<file path="src/rtl/segxlate_pkg.sv">
package segxlate_pkg;

  // Strobes passed from the control module to the datapath
  typedef struct packed {
    logic tblWrEn;     // accepted (privileged) descriptor write
    logic stageLoad;   // load the output stage with a new translation
    logic fullOffset;  // implied mode: whole effective address is the offset
  } segCtl_t;

  typedef enum logic {
    SEL_EXPLICIT = 1'b0,
    SEL_IMPLIED  = 1'b1
  } segSel_e;

endpackage

</file>
<file path="src/rtl/segxlate_ctrl.sv">
module segxlate_ctrl
  import segxlate_pkg::*;
#(
  parameter int ENTRY_CNT = 8,
  localparam int SEL_W = $clog2(ENTRY_CNT)
) (
  input  logic             clk,
  input  logic             rstN,
  input  logic             supervisor,
  input  logic             wrEn,
  input  logic             selMode,
  input  logic             inValid,
  input  logic             isFetch,
  input  logic [SEL_W-1:0] segField,
  output segCtl_t          ctl,
  output logic [SEL_W-1:0] selIdx,
  output logic             privErr
);

  localparam logic [SEL_W-1:0] FETCH_IDX = SEL_W'(0);
  localparam logic [SEL_W-1:0] DATA_IDX  = SEL_W'(1);

  segSel_e selKind;
  logic    privErrSet;

  assign selKind = segSel_e'(selMode);

  always_comb begin
    ctl            = '0;
    ctl.tblWrEn    = wrEn && supervisor;
    ctl.stageLoad  = inValid;
    ctl.fullOffset = (selKind == SEL_IMPLIED);
  end

  // Descriptor choice: explicit field or access kind
  always_comb begin
    if (selKind == SEL_IMPLIED) selIdx = isFetch ? FETCH_IDX : DATA_IDX;
    else                        selIdx = segField;
  end

  assign privErrSet = wrEn && !supervisor;

  always_ff @(posedge clk) begin
    if (!rstN)           privErr <= 1'b0;
    else if (privErrSet) privErr <= 1'b1;
  end

  // error flag never drops without reset
  a_r6_sticky: assert property (@(posedge clk) disable iff (!rstN)
    privErr |=> privErr);

endmodule

</file>
<file path="src/rtl/segxlate_datapath.sv">
module segxlate_datapath
  import segxlate_pkg::*;
#(
  parameter int ENTRY_CNT = 8,
  parameter int ADDR_W    = 16,
  parameter int PHYS_W    = 16,
  localparam int SEL_W    = $clog2(ENTRY_CNT),
  localparam int OFF_W    = ADDR_W - SEL_W,
  localparam int SUM_W    = ((ADDR_W > PHYS_W) ? ADDR_W : PHYS_W) + 1
) (
  input  logic              clk,
  input  logic              rstN,
  input  segCtl_t           ctl,
  input  logic [SEL_W-1:0]  selIdx,
  input  logic [SEL_W-1:0]  wrIdx,
  input  logic [PHYS_W-1:0] wrBase,
  input  logic [PHYS_W-1:0] wrBound,
  input  logic [ADDR_W-1:0] effAddr,
  output logic              outValid,
  output logic [PHYS_W-1:0] physAddr,
  output logic              accessOk
);

  logic [ENTRY_CNT-1:0][PHYS_W-1:0] baseTbl;
  logic [ENTRY_CNT-1:0][PHYS_W-1:0] boundTbl;
  logic [PHYS_W-1:0] selBase;
  logic [PHYS_W-1:0] selBound;
  logic [SUM_W-1:0]  offsetExt;
  logic [SUM_W-1:0]  sum;
  logic              carryOut;
  logic              legal;

  // Descriptor storage, one register pair per entry
  for (genvar g = 0; g < ENTRY_CNT; g++) begin : g_entry
    always_ff @(posedge clk) begin
      if (!rstN) begin
        baseTbl[g]  <= '0;
        boundTbl[g] <= '0;
      end else if (ctl.tblWrEn && (wrIdx == SEL_W'(g))) begin
        baseTbl[g]  <= wrBase;
        boundTbl[g] <= wrBound;
      end
    end
  end

  assign selBase  = baseTbl[selIdx];
  assign selBound = boundTbl[selIdx];

  always_comb begin
    offsetExt = '0;
    if (ctl.fullOffset) offsetExt[ADDR_W-1:0] = effAddr;
    else                offsetExt[OFF_W-1:0]  = effAddr[OFF_W-1:0];
  end

  assign sum      = SUM_W'(selBase) + offsetExt;
  assign carryOut = |sum[SUM_W-1:PHYS_W];
  assign legal    = !carryOut && (sum[PHYS_W-1:0] < selBound);

  always_ff @(posedge clk) begin
    if (!rstN) begin
      outValid <= 1'b0;
      physAddr <= '0;
      accessOk <= 1'b0;
    end else begin
      outValid <= ctl.stageLoad;
      if (ctl.stageLoad) begin
        physAddr <= sum[PHYS_W-1:0];
        accessOk <= legal;
      end
    end
  end

  // valid follows the request by one cycle
  a_r7_valid_follows: assert property (@(posedge clk) disable iff (!rstN)
    ctl.stageLoad |=> outValid);
  a_r7_idle_no_valid: assert property (@(posedge clk) disable iff (!rstN)
    !ctl.stageLoad |=> !outValid);
  // result holds while no request
  a_r7_hold: assert property (@(posedge clk) disable iff (!rstN)
    !ctl.stageLoad |=> ($stable(physAddr) && $stable(accessOk)));
  // table changes only through an accepted write
  a_r6_table_frozen: assert property (@(posedge clk) disable iff (!rstN)
    !ctl.tblWrEn |=> ($stable(baseTbl) && $stable(boundTbl)));
  // a legal result always lies below the bound it was checked against
  a_r3_ok_below_bound: assert property (@(posedge clk) disable iff (!rstN)
    ctl.stageLoad |=> (!accessOk || (physAddr < $past(selBound))));

endmodule

</file>
<file path="src/rtl/segxlate_top.sv">
module segxlate_top
  import segxlate_pkg::*;
#(
  parameter int ENTRY_CNT = 8,
  parameter int ADDR_W    = 16,
  parameter int PHYS_W    = 16,
  localparam int SEL_W    = $clog2(ENTRY_CNT)
) (
  input  logic              clk,
  input  logic              rstN,
  input  logic              supervisor,
  input  logic              wrEn,
  input  logic [SEL_W-1:0]  wrIdx,
  input  logic [PHYS_W-1:0] wrBase,
  input  logic [PHYS_W-1:0] wrBound,
  input  logic              selMode,
  input  logic              inValid,
  input  logic              isFetch,
  input  logic [ADDR_W-1:0] effAddr,
  output logic              outValid,
  output logic [PHYS_W-1:0] physAddr,
  output logic              accessOk,
  output logic              privErr
);

  segCtl_t          ctl;
  logic [SEL_W-1:0] selIdx;

  segxlate_ctrl #(.ENTRY_CNT(ENTRY_CNT)) i_ctrl (
    .clk       (clk),
    .rstN      (rstN),
    .supervisor(supervisor),
    .wrEn      (wrEn),
    .selMode   (selMode),
    .inValid   (inValid),
    .isFetch   (isFetch),
    .segField  (effAddr[ADDR_W-1 -: SEL_W]),
    .ctl       (ctl),
    .selIdx    (selIdx),
    .privErr   (privErr)
  );

  segxlate_datapath #(
    .ENTRY_CNT(ENTRY_CNT),
    .ADDR_W   (ADDR_W),
    .PHYS_W   (PHYS_W)
  ) i_datapath (
    .clk     (clk),
    .rstN    (rstN),
    .ctl     (ctl),
    .selIdx  (selIdx),
    .wrIdx   (wrIdx),
    .wrBase  (wrBase),
    .wrBound (wrBound),
    .effAddr (effAddr),
    .outValid(outValid),
    .physAddr(physAddr),
    .accessOk(accessOk)
  );

  // a user-mode write raises the error flag next cycle
  a_r6_flag_on_user_write: assert property (@(posedge clk) disable iff (!rstN)
    (wrEn && !supervisor) |=> privErr);

endmodule

</file>
<file path="config.mk">
export PLATFORM = sky130hd
export DESIGN_NAME = segxlate_top
export DESIGN_NICKNAME = d
export VERILOG_FILES = /design/src/rtl/segxlate_pkg.sv /design/src/rtl/segxlate_ctrl.sv /design/src/rtl/segxlate_datapath.sv /design/src/rtl/segxlate_top.sv
export SDC_FILE = /design/constraint.sdc
export NUM_CORES = 1
export LEC_CHECK = 0
export BUFFER_PORTS_ARGS = -buffer_cell sky130_fd_sc_hd__buf_4
export CAP_MARGIN = 0
export CORE_AREA = 8 8 199 201
export CTS_CLUSTER_DIAMETER = 30
export DETAILED_ROUTE_END_ITERATION = 10
export DIE_AREA = 0 0 207 209
export GPL_TIMING_DRIVEN = 0
export SYNTH_ARGS = -nofsm -noshare
export SYNTH_HDL_FRONTEND = slang
export SYNTH_SLANG_ARGS = --single-unit
</file>
<file path="constraint.sdc">
create_clock -name clk -period 5.48 [get_ports clk]
set_input_delay 0.548 -clock clk [delete_from_list [all_inputs] [get_ports clk]]
set_output_delay 0.548 -clock clk [all_outputs]
set_load 0.005 [all_outputs]
</file>
Word level (Yosys, flattened, before mapping)
Cells that the tools add are included.
Widths: inputs -> output; s select.
{"block": "word_totals", "ff_bits": 275, "input_bits": 58, "out_inout_bits": 19}
{"block": "op_classes", "magnitude_cmp": 2, "n_reduce_logical": 14, "n_addsub": 1, "n_eq_ne": 7, "mux": 7}
{"operator": "$bmux 16 s3", "n": 2}
{"operator": "$mux 16", "n": 2}
{"operator": "$add 16x16->17", "n": 1}
{"operator": "$lt 16x16->1", "n": 1}
{"operator": "$eq 3x3->1 const B", "n": 4}
{"operator": "$logic_and 1x1->1", "n": 11}
{"operator": "$eq 3x2->1 const B", "n": 2}
{"operator": "$mux 3", "n": 2}
{"operator": "$lt 3x4->1 const B", "n": 1}
{"operator": "$eq 3x1->1 const B", "n": 1}
{"operator": "$logic_not 3->1", "n": 1}
{"operator": "$logic_not 1->1", "n": 2}
{"operator": "$mux 1", "n": 1}

Logic depth before layout (Yosys ltp)
Gate-level depths: netlist of the first run.
{"block": "logic_depth", "depth_word": 7, "mapped_depth": 21}

Hierarchy
From an unflattened synthesis of the first run, not the netlist that was laid out.
{"block": "hier_totals", "cells_unflattened": 1492, "area_unflattened_um2": 13300.3}
{"mod": "segxlate_datapath", "cells_each": 1482, "seq_area_each_um2": 5485.3, "area_each_um2": 13222.7, "n_inst": 1}
{"mod": "segxlate_ctrl", "cells_each": 10, "seq_area_each_um2": 20.0, "area_each_um2": 77.6, "n_inst": 1}

Least setup slack after synthesis of the first run
Ideal clock, no wire load.
{"block": "synth_path", "path_kind": "in2reg", "startpoint": "input selMode", "endpoint": "register i_datapath.accessOk", "cell_stages": 20, "setup_slack_ps": 928, "t_required_ps": 5388, "t_arrival_ps": 4460, "setup_ps": 92, "cell_sequence": "buf_4 > nor2b_1 > buf_2 > buf_2 > mux4_2 > mux2_2 > ha_1 > fa_1 > a211oi_1 > o21ai_0 > nand3_1 > a21oi_1 > nor2_1 > xnor2_1 > ha_1 > nand3_1 > nand4_1 > a31oi_1 > o21ai_0 > o32ai_1"}
{"block": "synth_via", "elab_chain_cells": 6, "elab_cells_between_ends": 10, "classes_between": "1 x add/sub; 1 x order compare; 6 x mux; 2 x reduce/logical"}
{"element": "start: declaration", "line": "segxlate_top.sv:16", "rtl": "input logic selMode,"}
{"element": "$mux 3", "line": "segxlate_ctrl.sv:37", "rtl": "if (selKind == SEL_IMPLIED) selIdx = isFetch ? FETCH_IDX : DATA_IDX;"}
{"element": "$bmux 16 s3", "line": "segxlate_datapath.sv:46", "rtl": "assign selBase = baseTbl[selIdx];"}
{"element": "$mux 16 (implied by the code)", "line": "segxlate_datapath.sv:46"}
{"element": "$add 16x16->17 *", "line": "segxlate_datapath.sv:55", "rtl": "assign sum = SUM_W'(selBase) + offsetExt;"}
{"element": "net i_datapath.sum[14]", "line": "segxlate_datapath.sv:29", "rtl": "logic [SUM_W-1:0] sum;"}
{"element": "$lt 16x16->1 *", "line": "segxlate_datapath.sv:57", "rtl": "assign legal = !carryOut && (sum[PHYS_W-1:0] < selBound);"}
{"element": "$logic_and 1x1->1 *", "line": "segxlate_datapath.sv:57"}
{"element": "end signal: assignment", "line": "segxlate_datapath.sv:68", "rtl": "accessOk <= legal;"}
{"element": "end: declaration", "line": "segxlate_datapath.sv:21", "rtl": "output logic accessOk"}
The timed path passes the listed nets; every way through them passes the cells marked *. The select of a mux whose other input is x is not followed.
A chain may end at the register's enable or synchronous reset.

Worst setup path in the final report of the first run
Same ends and word-level chain as after synthesis.

==> results of run 1 <==
-- state kept, by name, summed over array words and instances, names as in the netlist --
name,cells
i_datapath.baseTbl,128
i_datapath.boundTbl,128
i_datapath.physAddr,16
i_ctrl.privErr,1
i_datapath.accessOk,1
i_datapath.outValid,1
-- cells by family after synthesis --
| kind of cell | count (synthesis) | share of synthesized area |
|---|---|---|
| muxes | 107 | 0.150 |
| DFF | 275 | 0.437 |
| adders and majority gates | 33 | 0.0334 |
| buffers and inverters | 145 | 0.0489 |
| xor gates and xnor gates | 14 | 0.00974 |
| and+or+nand+nor | 596 | 0.186 |
| AOI/OAI and AO/OA | 315 | 0.135 |
-- metrics by stage --
stage               std cells  setup WS [ns]  hold WS [ns]
detailed placement       1995          0.142         0.444
CTS                      2118          0.714         0.241
floorplan                1485          0.928         0.433
global route             2118          0.259         0.255
global placement         1995          0.186         0.438
finish                   2119          0.668         0.247
-- layout make-up --
| class | count | area [um2] | area share |
|---|---|---|---|
| well taps | 468 | 586 | 0.0367 |
| inverters | 5 | 18.8 | 0.00118 |
| clock buffers | 79 | 1820 | 0.114 |
| flip-flops and latches | 275 | 5510 | 0.345 |
| multi-input cells | 1065 | 6470 | 0.405 |
| clock inverters | 44 | 648 | 0.0406 |
| diodes | 1 | 2.50 | 0.000157 |
| repair buffers | 42 | 315 | 0.0197 |
| plain buffers | 140 | 597 | 0.0374 |
-- worst min path at each step --
| stage | startpoint | to | slack, ns |
|---|---|---|---|
| global route | wrEn | i_ctrl.privErr$_SDFFE_PN0P_ | 0.26 |
| global placement | i_datapath.boundTbl[62]$_SDFFE_PN0P_ | i_datapath.boundTbl[62]$_SDFFE_PN0P_ | 0.44 |
| finish | wrEn | i_ctrl.privErr$_SDFFE_PN0P_ | 0.25 |
| floorplan | i_datapath.baseTbl[100]$_SDFFE_PN0P_ | i_datapath.baseTbl[100]$_SDFFE_PN0P_ | 0.43 |
| detailed placement | i_datapath.boundTbl[121]$_SDFFE_PN0P_ | i_datapath.boundTbl[121]$_SDFFE_PN0P_ | 0.44 |
| CTS | wrEn | i_ctrl.privErr$_SDFFE_PN0P_ | 0.24 |
-- cells in the mapped netlist (6+ instances only) --
master | count | share of area
nor3_1 | 6 | 0.0024
xor2_1 | 7 | 0.0049
a211oi_1 | 6 | 0.0036
nor2_1 | 30 | 0.0089
xnor2_1 | 7 | 0.0049
mux4_2 | 63 | 0.11
clkbuf_1 | 90 | 0.027
ha_1 | 32 | 0.032
clkbuf_2 | 32 | 0.013
dfxtp_1 | 275 | 0.44
mux2i_1 | 26 | 0.021
o21ai_0 | 7 | 0.0028
nand2_1 | 521 | 0.16
a21oi_1 | 271 | 0.11
nand3_1 | 9 | 0.0036
mux2_2 | 17 | 0.015
buf_2 | 10 | 0.0040
-- worst max-delay path: stages --
cell and delay (ns):
buf_4 0.14, mux2i_4 0.49, buf_4 0.39, buf_4 0.29, mux4_2 0.36, mux2_2 0.33
ha_1 0.34, o21ai_0 0.13, o21ai_0 0.40, nand3_1 0.21, a21oi_1 0.37, nor2_1 0.09
xnor2_1 0.15, ha_1 0.32, nand3_1 0.09, nand4_1 0.09, a31oi_1 0.15, o21ai_0 0.11
o32ai_1 0.27
-- power groups by stage --
stage          logic [mW]  clock network [mW]  registers (mW)
2_1_floorplan       0.238                   0            2.09
3_3_place_gp        0.373                   0            2.09
3_5_place_dp        0.380                   0            2.09
4_1_cts             0.382                4.23            2.06
5_1_grt             0.412                4.34            2.06
6_report            0.383                4.20            2.06
-- routing by layer --
metal / vias up / GRT usage / wire length, um
met1: 5348 / 0.240 / 18300
li1: 5277 / - / -
met5: - / 0 / 48
met2: 421 / 0.306 / 19600
met3: 101 / 0.0452 / 3130
met4: 8 / 0.0722 / 1320
-- placed cells by master, fill, tap and decap left out, types with 17 or more instances in the layout --
master     netlist  routed
clkbuf_1        90      93
dfxtp_1        275     275
a21oi_1        271     271
clkbuf_16        0      68
mux4_2          63      63
mux2_2          17      17
buf_4            5      47
nand2_1        521     521
clkbuf_2        32      32
nor2_1          30      30
ha_1            32      32
mux2i_1         26      26
==> summary.txt, run 1 <==
Outcome
  – Status: finished, final reports clean

Floorplanning
  – DIE AREA: 43300 um2
  – Row cnt: 70
  – Die Height: 209 um
  – Core ar.: 36300 um2
  – Chip width: 207 um
  – Io pins: 77
  – Initial Util: 0.347

STA
  – Setup Skew: 0.0303 ns
  – Final setup fails: 0
  – Slew margin rel.: 0.357
  – Crit path time final: 4.81 ns
  – Final setup TNS: 0 ns
  – Worst-margin pin slew: 0.965 ns
  – Final-report max-slew violation count: 0
  – Final hold vios: 0
  – Final period utilization: 0.878
  – F_max: 208 MHz
  – RSZ-0062 raised after global routing: false

Clock tree
  – CTS tree: built
  – Clk pin slew, worst setup/hold paths: 0.04 ns
  – Skew-Pair Late Insertion Delay: 0.57 ns
  – H-tree levels: 3
  – Post CTS Setup Buffer Count: 0
  – Post-CTS Hold Buffers: 0
  – CTS resizes: 0
  – Max Root-Sink Buffers: 3
  – Sink Count: 275
  – Root buffer cell: clkbuf_16
  – TritonCTS buffer count: 68

Pwr
  – Combinational share of power: 0.058
  – P per Cell Area: 416 nW/um2
  – Pint: 4.95 mW
  – VDD IR max: 216 uV
  – Flop pwr share: 0.310
  – Clock network power share: 0.632
  – Pleak: 5.79 nW
  – Sw frac: 0.253
  – Final Total Pwr: 6.63 mW
  – Psw: 1.68 mW

Final layout
  – Proportion of layout cells with a drive suffix above 1: 0.181
  – Final net count: 1688
  – Core Util, Final: 0.440
  – Fillers: 3512
  – Design area: 16000 um2
  – P&R area growth vs syn: 26.8%

Routing
  – DRC errors left: 0
  – DRT Pass-1 Iters: 7
  – Routed vias: 11200
  – Drt initial violations: 876
  – Routed vias/inst: 5.26
  – Avg WL per Cell: 20.0 um
  – Detailed Route WL: 42.4 mm
  – Antenna Nets Post-Route: 0

Critical path
  – Top fanout value on the critical path: 10
  – Worst EP required: 5.96 ns
  – Startpoint Class: input pin
  – Worst endpoint data arrival time: 5.29 ns
  – FF-to-FF path depth: 14
  – CP Capture Type: flip-flop
  – Worst setup path end: i_datapath.accessOk$_SDFFE_PN0P_
  – Reg2Reg Capture Point: i_datapath.accessOk$_SDFFE_PN0P_
  – Setup Crit Path Kind: in2reg
  – Crit Reg-Reg Startpoint: i_datapath.baseTbl[0]$_SDFFE_PN0P_
  – CP Launch Point: selMode
  – Worst reg-to-reg setup slack: 1.46 ns

Worst hold path
  – Worst Hold Depth: 3
  – Hold Crit Class: in2reg

GRT
  – All-Layer GR Usage: 0.188
  – Pin count of the biggest net entering global routing: 13
  – Vias in the first global route: 10900
  – First-pass GRT wire length: 64.0 mm
  – Remaining Overflow, GRT: 0
  – Initial antenna violation count: 5

Synthesis
  – Syn. warnings: 0
  – FFs w/ async S/R, synth: 0
  – Register area share after synthesis: 0.437
  – Most used DFF post-synth: dfxtp_1
  – EDFF count, synth: 0
  – Synthesized area: 12600 um2
  – Synthesized area per cell: 8.48 um2
  – Cells after Synth: 1485
  – Count of cell types in the netlist: 51
  – Yosys reg bits: 275
  – Net Count, Synth: 1576

Placement
  – GP Congestion: 0.895
  – Dpl hpwl: 29.4 mm
  – IO buf count: 42
  – Placed inst area: 13500 um2

Run
  – Max-cap viol count: 0
Note: power is estimated with default switching activity, not from simulation.
==> inputs of run 2 (changes only) <==
Settings changed: CORE_AREA 8 8 199 201 to 8 8 204 206, CTS_BUF_LIST from default to sky130_fd_sc_hd__clkbuf_4 sky130_fd_sc_hd__clkbuf_8, DIE_AREA 0 0 207 209 to 0 0 212 214, SYNTH_HIERARCHICAL from default to 1.
==> summary.txt, run 2 <==
Synthesis
  – EDFF count, synth: 0
  – FFs w/ async S/R, synth: 0
  – Most used DFF post-synth: dfxtp_1
  – Syn. warnings: 6
  – Top post-synthesis cells by area: dfxtp_1 41%, nand2_1 15%, a21boi_0 14%
  – Yosys top cell area share: 0.414
  – Synthesized area per cell: 8.91 um2
  – Cells after Synth: 1492
  – Count leader, synth: nand2_1
  – Register area share after synthesis: 0.414
  – Leading cell types by count after synthesis: 526 x nand2_1, 275 x dfxtp_1, 252 x a21boi_0
  – Mux contribution to synthesized area: 0.138
  – Largest family of logic cells by synthesized area: simple AND/OR/NAND/NOR gates
  – Yosys reg bits: 275
  – Post-synthesis adder-cell area fraction: 0.0307
  – Net Count, Synth: 1582
  – Count of cell types in the netlist: 54
  – Simple-Gate Fraction of Synth Area: 0.184
  – Compound-Gate Fraction of Synth Area: 0.179
  – Post-Synth XOR/XNOR Area: 0.00790
  – Cell taking the most area after synthesis: dfxtp_1
  – Synthesized area: 13300 um2

Critical path
  – Reg2Reg Capture Point: i_datapath/accessOk$_SDFFE_PN0P_
  – Worst reg-to-reg setup slack: 1.00 ns
  – FF-to-FF path depth: 14
  – Largest stage delay, worst path: 0.53 ns
  – Top fanout value on the critical path: 10
  – CP Launch Point: selMode
  – Worst path depth: 19
  – Crit Reg-Reg Startpoint: i_datapath/baseTbl[119]$_SDFFE_PN0P_
  – Buffers and inverters on the worst path: 5
  – Worst endpoint data arrival time: 5.69 ns
  – Worst EP required: 5.97 ns
  – Setup Crit Path Kind: in2reg
  – Worst setup path end: i_datapath/accessOk$_SDFFE_PN0P_
  – Startpoint Class: input pin
  – Top delay family on crit path: compound AO/OA/AOI/OAI gates
  – Critical-path cell list: buf_4, nor2b_1, clkbuf_4, buf_4, clkbuf_4, mux4_2, mux2_2, ha_1, clkbuf_1, and3_1, and3_1, a221o_1, a311oi_1, nor2_1, ha_1, a2111oi_2, o31ai_1, or4_1, o31ai_1
  – Slowest CP cell: or4_1
  – CP Capture Type: flip-flop

Clock tree
  – Clk pin slew, worst setup/hold paths: 0.06 ns
  – CTS tree: built
  – TritonCTS buffer count: 68
  – Skew-Pair Late Insertion Delay: 0.61 ns
  – Root buffer cell: clkbuf_8
  – H-tree levels: 3
  – Max Root-Sink Buffers: 3
  – Sink Count: 275

Final layout
  – Proportion of layout cells with a drive suffix above 1: 0.179
  – Area of the multi-input gates: 7190 um2
  – Most common cell after layout, fill and taps aside: nand2_1
  – ANT cells: 0
  – Fillers: 3807
  – Sequential cell area: 5510 um2
  – Most frequent cells in the layout: 526 x nand2_1, 275 x dfxtp_1, 252 x a21boi_0
  – Core Util, Final: 0.417
  – Final net count: 1693
  – P&R area growth vs syn: 19.9%
  – Top flop regs: i_datapath/baseTbl (128), i_datapath/boundTbl (128), i_datapath/physAddr (16)

STA
  – Final-report max-slew violation count: 0
  – Final setup margin: 0.284 ns
  – Final setup fails: 0
  – F_max: 192 MHz
  – Final period utilization: 0.948
  – RSZ-0062 raised after global routing: false
  – Setup Skew: 0.0389 ns
  – Slew margin rel.: 0.383
  – Crit path time final: 5.20 ns
  – Worst-margin pin slew: 0.925 ns
  – Final hold vios: 0

Routing
  – Routed vias: 11200
  – Detailed Route WL: 43.2 mm
  – Antenna Nets Post-Route: 0
  – DRC errors left: 0
  – Routed vias/inst: 5.13
  – Drt initial violations: 744
  – Avg WL per Cell: 19.9 um
  – DRT Pass-1 Iters: 5

Pwr
  – Psw: 1.31 mW
  – Flop pwr share: 0.376
  – P per Cell Area: 342 nW/um2
  – Pleak: 5.57 nW
  – Clock network power share: 0.550
  – Sw frac: 0.240
  – Final Total Pwr: 5.46 mW
  – VDD IR max: 142 uV
  – Pint: 4.15 mW
  – Combinational share of power: 0.074

GRT
  – All-Layer GR Usage: 0.188
  – Vias in the first global route: 11200
  – Initial antenna violation count: 3
  – Pin count of the biggest net entering global routing: 11
  – Remaining Overflow, GRT: 0
  – First-pass GRT wire length: 66.0 mm

Floorplanning
  – Row cnt: 72
  – Initial Util: 0.347
  – Core ar.: 38300 um2
  – Chip width: 212 um
  – Io pins: 77
  – Die Height: 214 um
  – DIE AREA: 45400 um2

Placement
  – Setup slack after placement: -0.593 ns
  – GP Congestion: 0.913
  – IO buf count: 41
  – Dpl hpwl: 30.9 mm

Outcome
  – Status: finished, final reports clean

Worst hold path
  – Hold Crit Class: in2reg

Run
  – Max-cap viol count: 0
## run 2: cell types whose count changed after synthesis, moves of 5 or more
cell / change
a21oi_1: -253
a21boi_1: +6
nand3_1: +5
a21boi_0: +252
nor2b_1: +13
nand2_1: +5
nor2_1: -13
and4_1: +5
## run 2: power by group through the flow
stage	combinational, mW	sequential [mW]	clock [mW]
floorplan	0.254	2.09	0
global placement	0.394	2.09	0
detailed placement	0.400	2.09	0
CTS	0.402	2.05	3.06
global route	0.436	2.05	3.17
finish	0.403	2.05	3.00
## run 2: kinds of logic (layout without fill, tap and decap cells)
group                    after synthesis  in the layout
XOR/XNOR                              12             12
adder cells (fa/ha/maj)               32             32
AO/OA/AOI/OAI                        319            319
multiplexers                         102            102
flip-flops                           275            275
AND/OR/NAND/NOR                      608            608
buffers and inverters                144            308
## run 2: per-layer routing
metal	share of wire	vias up	GRT usage
li1	-	5318	-
met1	0.44	5391	0.246
met2	0.46	377	0.302
met3	0.074	69	0.0403
met4	0.023	6	0.0660
met5	0.00095	-	0
## run 2: worst min path at each step
stage	from	end	slack (ns)	cells past startpoint
final	wrBase[1]	i_datapath/baseTbl[17]$_SDFFE_PN0P_	0.28	3
after global routing	wrBound[12]	i_datapath/boundTbl[124]$_SDFFE_PN0P_	0.28	3
after CTS	wrBase[1]	i_datapath/baseTbl[33]$_SDFFE_PN0P_	0.24	3
after detailed placement	i_datapath/baseTbl[5]$_SDFFE_PN0P_	i_datapath/baseTbl[5]$_SDFFE_PN0P_	0.45	2
after global placement	i_datapath/baseTbl[5]$_SDFFE_PN0P_	i_datapath/baseTbl[5]$_SDFFE_PN0P_	0.44	2
after floorplan	i_datapath/baseTbl[5]$_SDFFE_PN0P_	i_datapath/baseTbl[5]$_SDFFE_PN0P_	0.43	2
## run 2: layout make-up
cell class | instances | share of cell area
Tap cell | 518 | 0.0406
Multi-Input combinational cell | 1073 | 0.451
Clock inverter | 33 | 0.0301
Buffer | 137 | 0.0373
Inverter | 7 | 0.00165
Timing Repair Buffer | 41 | 0.0193
Clock buffer | 90 | 0.0749
Sequential cell | 275 | 0.345
## run 2: timing repair
action | 4_1_cts | 5_1_grt
resized for setup | 0 | 9
setup buffers | 0 | 0
hold buffers | 0 | 0
endpoints found under the setup margin | 0 | 1
## run 2: stage by stage
stage / hold WS [ns] / setup TNS [ns] / instance area, um2 / instances
after floorplan: 0.432 / 0 / 13300 / 1492
after global placement: 0.441 / -0.590 / 14300 / 2051
after detailed placement: 0.445 / -0.593 / 14300 / 2051
after CTS: 0.243 / 0 / 15900 / 2174
after global routing: 0.282 / 0 / 15900 / 2174
final: 0.276 / 0 / 15900 / 2174
## run 2: tightest hold or removal path, cell delays in order
cell and delay, ns:
clkbuf_2 0.15, nand2_1 0.07, a21boi_0 0.06
